--- src/rtl/hsr_pkg.sv ---
package hsr_pkg;
  typedef enum logic [2:0] {
    ST_IDLE, ST_RX, ST_RX_REL, ST_EXEC, ST_LOAD, ST_TX, ST_TX_REL, ST_DONE
  } hsr_state_t;

  localparam logic [7:0] CMD_READ  = 8'd0;
  localparam logic [7:0] CMD_WRITE = 8'd1;
  localparam int RX_BYTES = 6;
  localparam int TX_BYTES = 8;
endpackage

--- src/rtl/hsr_sync.sv ---
module hsr_sync #(
  parameter int W      = 4,
  parameter int STAGES = 2
) (
  input  logic         clk,
  input  logic         rst,
  input  logic [W-1:0] d,
  output logic [W-1:0] q
);
  logic [W-1:0] stage [STAGES];

  always_ff @(posedge clk) begin
    if (rst) stage[0] <= '0;
    else     stage[0] <= d;
  end

  for (genvar s = 1; s < STAGES; s++) begin : g_stage
    always_ff @(posedge clk) begin
      if (rst) stage[s] <= '0;
      else     stage[s] <= stage[s-1];
    end
  end

  assign q = stage[STAGES-1];
endmodule

--- src/rtl/hsr_regbank.sv ---
module hsr_regbank #(
  parameter int PWM_BASE = 1,
  parameter int PWM_CH   = 4,
  parameter int PWM_REGS = 4,
  parameter int QE_CH    = 4,
  parameter int QE_REGS  = 7,
  parameter int RC_CH    = 8,
  parameter int RC_REGS  = 4
) (
  input  logic        clk,
  input  logic        rst,
  input  logic [7:0]  addr,
  input  logic        we,
  input  logic [31:0] wdata,
  output logic [31:0] rdata,
  output logic        mapped,
  output logic [1:0]  window
);
  localparam int QE_BASE = PWM_BASE + PWM_CH * PWM_REGS;
  localparam int RC_BASE = QE_BASE + QE_CH * QE_REGS;
  localparam int END_ADR = RC_BASE + RC_CH * RC_REGS;
  localparam int DEPTH   = END_ADR - PWM_BASE;
  localparam int AW      = $clog2(DEPTH);

  logic [31:0]   mem [DEPTH];
  logic [AW-1:0] idx;
  int            a;

  initial begin
    for (int i = 0; i < DEPTH; i++) mem[i] = '0;
  end

  always_comb begin
    a      = int'(addr);
    mapped = (a >= PWM_BASE) && (a < END_ADR);
    if (a >= PWM_BASE && a < QE_BASE)      window = 2'd1;
    else if (a >= QE_BASE && a < RC_BASE)  window = 2'd2;
    else if (a >= RC_BASE && a < END_ADR)  window = 2'd3;
    else                                   window = 2'd0;
    idx = mapped ? AW'(a - PWM_BASE) : '0;
  end

  always_ff @(posedge clk) begin
    if (we) mem[idx] <= wdata;
    rdata <= mem[idx];
  end

  assert_wr_mapped_R8: assert property (@(posedge clk) disable iff (rst)
    we |-> mapped);
endmodule

--- src/rtl/hsr_slave.sv ---
module hsr_slave
  import hsr_pkg::*;
#(
  parameter int PWM_BASE    = 1,
  parameter int PWM_CH      = 4,
  parameter int PWM_REGS    = 4,
  parameter int QE_CH       = 4,
  parameter int QE_REGS     = 7,
  parameter int RC_CH       = 8,
  parameter int RC_REGS     = 4,
  parameter int SYNC_STAGES = 2
) (
  input  logic       clk,
  input  logic       rst,
  input  logic       host_rw,
  input  logic       host_start,
  input  logic       host_hs1,
  input  logic       host_reset,
  input  logic [7:0] bus_in,
  output logic [7:0] bus_out,
  output logic       bus_oe,
  output logic       host_ack,
  output logic       host_hs2
);
  localparam int CW = $clog2(TX_BYTES);

  logic       rw_s, start_s, hs1_s, rst_s;
  hsr_state_t st;
  logic [CW-1:0] cnt;
  logic [7:0]  cmd, regno;
  logic [31:0] wdat, rdata;
  logic [63:0] reply;
  logic        mapped, bank_we, bad_cmd;
  logic [1:0]  window;
  logic [31:0] status;

  hsr_sync #(.W(4), .STAGES(SYNC_STAGES)) i_sync (
    .clk (clk), .rst (rst),
    .d   ({host_reset, host_hs1, host_start, host_rw}),
    .q   ({rst_s, hs1_s, start_s, rw_s})
  );

  assign bad_cmd = (cmd != CMD_READ) && (cmd != CMD_WRITE);
  assign bank_we = (st == ST_EXEC) && (cmd == CMD_WRITE) && mapped;
  assign status  = {22'd0, window, 6'd0, bad_cmd, ~mapped};

  hsr_regbank #(
    .PWM_BASE(PWM_BASE), .PWM_CH(PWM_CH), .PWM_REGS(PWM_REGS),
    .QE_CH(QE_CH), .QE_REGS(QE_REGS), .RC_CH(RC_CH), .RC_REGS(RC_REGS)
  ) i_bank (
    .clk (clk), .rst (rst), .addr (regno), .we (bank_we), .wdata (wdat),
    .rdata (rdata), .mapped (mapped), .window (window)
  );

  always_ff @(posedge clk) begin
    if (rst || rst_s) begin
      st       <= ST_IDLE;
      cnt      <= '0;
      host_hs2 <= 1'b0;
      host_ack <= 1'b0;
      bus_oe   <= 1'b0;
      bus_out  <= '0;
      cmd      <= '0;
      regno    <= '0;
      wdat     <= '0;
      reply    <= '0;
    end else begin
      case (st)
        ST_IDLE: if (start_s) begin
          cnt <= '0;
          st  <= ST_RX;
        end
        ST_RX: if (hs1_s && rw_s) begin
          if (cnt == 0)      cmd   <= bus_in;
          else if (cnt == 1) regno <= bus_in;
          else               wdat  <= {bus_in, wdat[31:8]};
          host_hs2 <= 1'b1;
          st       <= ST_RX_REL;
        end
        ST_RX_REL: if (!hs1_s) begin
          host_hs2 <= 1'b0;
          if (cnt == CW'(RX_BYTES - 1)) st <= ST_EXEC;
          else begin
            cnt <= cnt + 1'b1;
            st  <= ST_RX;
          end
        end
        ST_EXEC: st <= ST_LOAD;
        ST_LOAD: begin
          reply   <= {status, (mapped ? rdata : 32'd0)};
          bus_out <= mapped ? rdata[7:0] : 8'd0;
          bus_oe  <= 1'b1;
          cnt     <= '0;
          st      <= ST_TX;
        end
        ST_TX: if (hs1_s && !rw_s) begin
          host_hs2 <= 1'b1;
          st       <= ST_TX_REL;
        end
        ST_TX_REL: if (!hs1_s) begin
          host_hs2 <= 1'b0;
          if (cnt == CW'(TX_BYTES - 1)) begin
            host_ack <= 1'b1;
            bus_oe   <= 1'b0;
            st       <= ST_DONE;
          end else begin
            cnt     <= cnt + 1'b1;
            reply   <= reply >> 8;
            bus_out <= reply[15:8];
            st      <= ST_TX;
          end
        end
        ST_DONE: if (!start_s) begin
          host_ack <= 1'b0;
          st       <= ST_IDLE;
        end
        default: st <= ST_IDLE;
      endcase
    end
  end

  assert_hs2_rise_R2: assert property (@(posedge clk) disable iff (rst)
    $rose(host_hs2) |-> $past(hs1_s));
  assert_hs2_fall_R2: assert property (@(posedge clk) disable iff (rst)
    $fell(host_hs2) |-> (!$past(hs1_s) || $past(rst_s)));
  assert_no_drive_ack_R3: assert property (@(posedge clk) disable iff (rst)
    host_ack |-> !bus_oe);
  assert_host_reset_R1: assert property (@(posedge clk) disable iff (rst)
    rst_s |=> (!bus_oe && !host_hs2 && !host_ack));
  assert_ack_hold_R10: assert property (@(posedge clk) disable iff (rst)
    $fell(host_ack) |-> (!$past(start_s) || $past(rst_s)));
endmodule

--- config.mk ---
export PLATFORM = sky130hd
export DESIGN_NAME = hsr_slave
export DESIGN_NICKNAME = d
export VERILOG_FILES = /design/src/rtl/hsr_pkg.sv /design/src/rtl/hsr_sync.sv /design/src/rtl/hsr_regbank.sv /design/src/rtl/hsr_slave.sv
export SDC_FILE = /design/constraint.sdc
export NUM_CORES = 2
export LEC_CHECK = 0
export ABC_AREA = 0
export BUFFER_PORTS_ARGS = -buffer_cell sky130_fd_sc_hd__buf_4
export CAP_MARGIN = 20
export CELL_PAD_IN_SITES_DETAIL_PLACEMENT = 1
export CELL_PAD_IN_SITES_GLOBAL_PLACEMENT = 1
export CORE_UTILIZATION = 25
export DETAILED_ROUTE_END_ITERATION = 8
export PLACE_DENSITY_LB_ADDON = 0.1
export SKIP_LAST_GASP = 1
export SYNTH_ARGS = -nofsm -noshare
export SYNTH_HDL_FRONTEND = slang
export SYNTH_SLANG_ARGS = --single-unit
--- constraint.sdc ---
create_clock -name clk -period 5 [get_ports clk]
set_input_delay 0.25 -clock clk [delete_from_list [all_inputs] [get_ports clk]]
set_output_delay 0.25 -clock clk [all_outputs]
set_load 0.05 [all_outputs]
==> results.yml <==
die:
  rows: 228
  fp.dieW_um: 625
  floorplan.initialDensity_pct: 25.1
  core_area_um2: 386000
  ios: 25
  fp.dieH_um: 625
  dieArea_um2: 391000
min_path:
  hold_end: "i_sync.stage[1][3]$_SDFF_PP0_"
  holdPathStages: 3
  hp-start: "rst"
  hold_class: "in2reg"
clock_tree:
  clk_pin_slew_worst_paths_ns: 0.06
  insertion_delay_ns: 0.93
  ctsHoldBuffers: 19
  clock_sink_count: 2565
  htreeDepth: 5
  root_buffer: "clkbuf_16"
  cts_buffers: 308
  postCtsSetupBuffers: 0
  cts_resized: 0
  cts_tree: "built"
  cts_buffer_depth: 4
timing:
  rsz0062_at_grt: "no"
  max_freq_mhz: 209
  hold_ws_ns: 0.109
  hold_viol: 0
  tightest_slew_ns: 1.22
  setup_viol: 0
  drv_slew: 0
  relSlewSlack_pct: 18.9
  skew_ns: 0.0667
  final.period_utilization_pct: 95.8
  min_period_ns: 4.79
setup_path:
  required_ns: 5.81
  reg2reg_depth: 14
  timing.reg2reg.setup_slack_ns: 0.21
  critical_path_class: "reg2reg"
  r2r_end: "i_bank.rdata[16]$_DFF_P_"
  end_kind: "flip-flop"
  path_max_fanout: 30
  r2r_start: "regno[1]$_SDFFE_PP0P_"
  worstPathArrival_ns: 5.60
  setup.worst_path.start_class: "flip-flop"
grt:
  antenna_found_initial: 38
  grt_pass1_wl_um: 540000
  grt_overflow: 0
  track_usage_pct: 20.0
  grt_max_degree: 100
  grt_pass1_vias: 59639
placement:
  gp_congestion: 0.804
  dp_hpwl_um: 244000
  io_buffers: 24
  place_inst: 11194
status:
  status: "completed"
layout:
  layout.cells.non_filler: 11781
  syn_to_final_growth_pct: 20.6
  drive_gt1_share_pct: 16.9
  nets: 6373
route:
  drtIter0Drc: 5352
  wl_per_cell_um: 33.8
  vias: 58125
  drc: 0
  drtAntennaViolNets: 0
  viasPerCell: 4.93
  first_pass_iters: 8
  wirelength_um: 399000
logic_synthesis:
  synth_common_cells: "edfxtp_1, nand2_1, mux2i_1"
  synth_top_area_share_pct: 75.2
  yosysSeqAreaShare_pct: 77.9
  synth_area_per_cell_um2: 16.4
  yosysWarnings: 0
  async_reset_ff_share_pct: 0
  synth_edf_count: 2432
  synth_area_leaders: "edfxtp_1, mux2i_1, dfxtp_1, nand2_1, a22oi_1"
  synth.most_common_cell: "edfxtp_1"
  syn_inst: 5940
  synth_cell_types: 82
  ys_ff_latch: 2565
  syn_area_um2: 97100
  syn-num-nets: 5964
  synth_flop_cell: "edfxtp_1"
  synth_area_leader_cell: "edfxtp_1"
power:
  power_density_nw_per_um2: 384
  clkPwrFrac_pct: 48.0
  p_switching_uw: 9270
  netSwitchingFraction_pct: 20.6
  pwr-share-comb_pct: 0.5
  leakagePower_uw: 0.0381
  p_int_uw: 35700
  power_frac_seq_pct: 51.5
  max-vdd-ir-drop_uv: 284
flow_run:
  cap_violations: 0
routing by layer:
layer / wire [µm] / track usage (%)
met1: 182000 / 27.8
met2: 193000 / 33.8
met3: 14300 / 1.84
met4: 9050 / 4.42
met5: 0 / 0
registers in the layout, summed over array words and instances, names as in the netlist:
signal,flops
i_bank.rdata,32
cmd,8
wdat,32
i_bank.mem,2432
cnt,3
st,3
host_ack,1
host_hs2,1
bus_oe,1
regno,8
bus_out,7
i_sync.stage,8
reply,29
cells by family after synthesis:
family / synth area share, %
flip-flops: 77.9
AO/OA/AOI/OAI: 9.99
AND/OR/NAND/NOR: 4.99
multiplexers: 5.07
buffers and inverters: 1.81
adder cells (fa/ha/maj): 0.129
XOR/XNOR: 0.0811
worst max path at each step:
stage,start,endpoint,slack [ns],cells after the start
after CTS,regno[1]$_SDFFE_PP0P_,i_bank.rdata[16]$_DFF_P_,0.21,14
after detailed placement,regno[1]$_SDFFE_PP0P_,i_bank.rdata[16]$_DFF_P_,0.22,14
final,regno[1]$_SDFFE_PP0P_,i_bank.rdata[16]$_DFF_P_,0.21,14
after floorplan,regno[0]$_SDFFE_PP0P_,i_bank.mem[25][0]$_DFFE_PP_,-0.11,13
after global routing,regno[1]$_SDFFE_PP0P_,i_bank.rdata[22]$_DFF_P_,0.02,13
after global placement,regno[1]$_SDFFE_PP0P_,i_bank.rdata[23]$_DFF_P_,0.1,14
metrics by stage:
stage	instance area (µm²)	util [%]	TNS, ns	power [µW]	worst slack (ns)
6_report	117000	30.3	0	45000	0.209
3_3_place_gp	107000	27.8	0	23800	0.0962
4_1_cts	117000	30.3	0	45500	0.207
2_1_floorplan	97100	-	-42.53	23800	-0.108
3_5_place_dp	107000	27.8	0	23800	0.216
5_1_grt	117000	30.3	0	46300	0.0156
worst max-delay path, stage by stage, from the launching register on:
cell and delay, ns:
dfxtp_1 0.36, inv_1 0.10, ha_4 0.20, xnor2_2 0.67, a21oi_1 0.10, buf_4 0.24, and3_4 0.40, buf_12 0.29
buf_4 0.22, a22oi_1 0.21, nand3_1 0.09, o21ai_0 0.60, nand4b_1 0.57, buf_4 0.32, a211o_1 0.28
placed cells by master, fill, tap and decap left out, types with 17 or more instances in the layout:
master / instances
clkbuf_1: 94
o22ai_1: 155
dfxtp_4: 33
clkbuf_16: 320
a211oi_1: 17
clkinv_2: 36
a221oi_1: 66
mux4_2: 50
nor2_1: 183
nor3_1: 52
buf_4: 386
edfxtp_1: 2432
a31oi_1: 45
o31ai_1: 21
a21oi_1: 284
a221o_1: 25
a22o_1: 95
diode_2: 27
dfxtp_1: 100
nand2_1: 640
dlygate4sd3_1: 19
o21ai_0: 148
o2111ai_1: 20
o2bb2ai_1: 18
buf_12: 84
a222oi_1: 76
a22oi_1: 259
o211ai_1: 43
mux2i_1: 347
nor4_1: 41
mux2_2: 29
nor2_4: 82
clkinv_1: 54
nand3_1: 46
layout make-up:
type / instances / area (µm²)
Fill cell: 39921 / 269000
Sequential cell: 2565 / 75800
Multi-Input combinational cell: 2973 / 20500
Clock buffer: 420 / 8440
Tap cell: 5175 / 6470
Timing Repair Buffer: 492 / 4790
Clock inverter: 120 / 976
Antenna cell: 27 / 67.6
Inverter: 9 / 33.8
power groups by stage:
stage	Clock [µW]	Combinational, µW	Sequential, µW
2_1_floorplan	0	123	23600
3_3_place_gp	0	220	23600
3_5_place_dp	0	219	23600
4_1_cts	22100	231	23200
5_1_grt	22900	249	23200
6_report	21600	227	23200
Power figures use the tool's default switching activity.
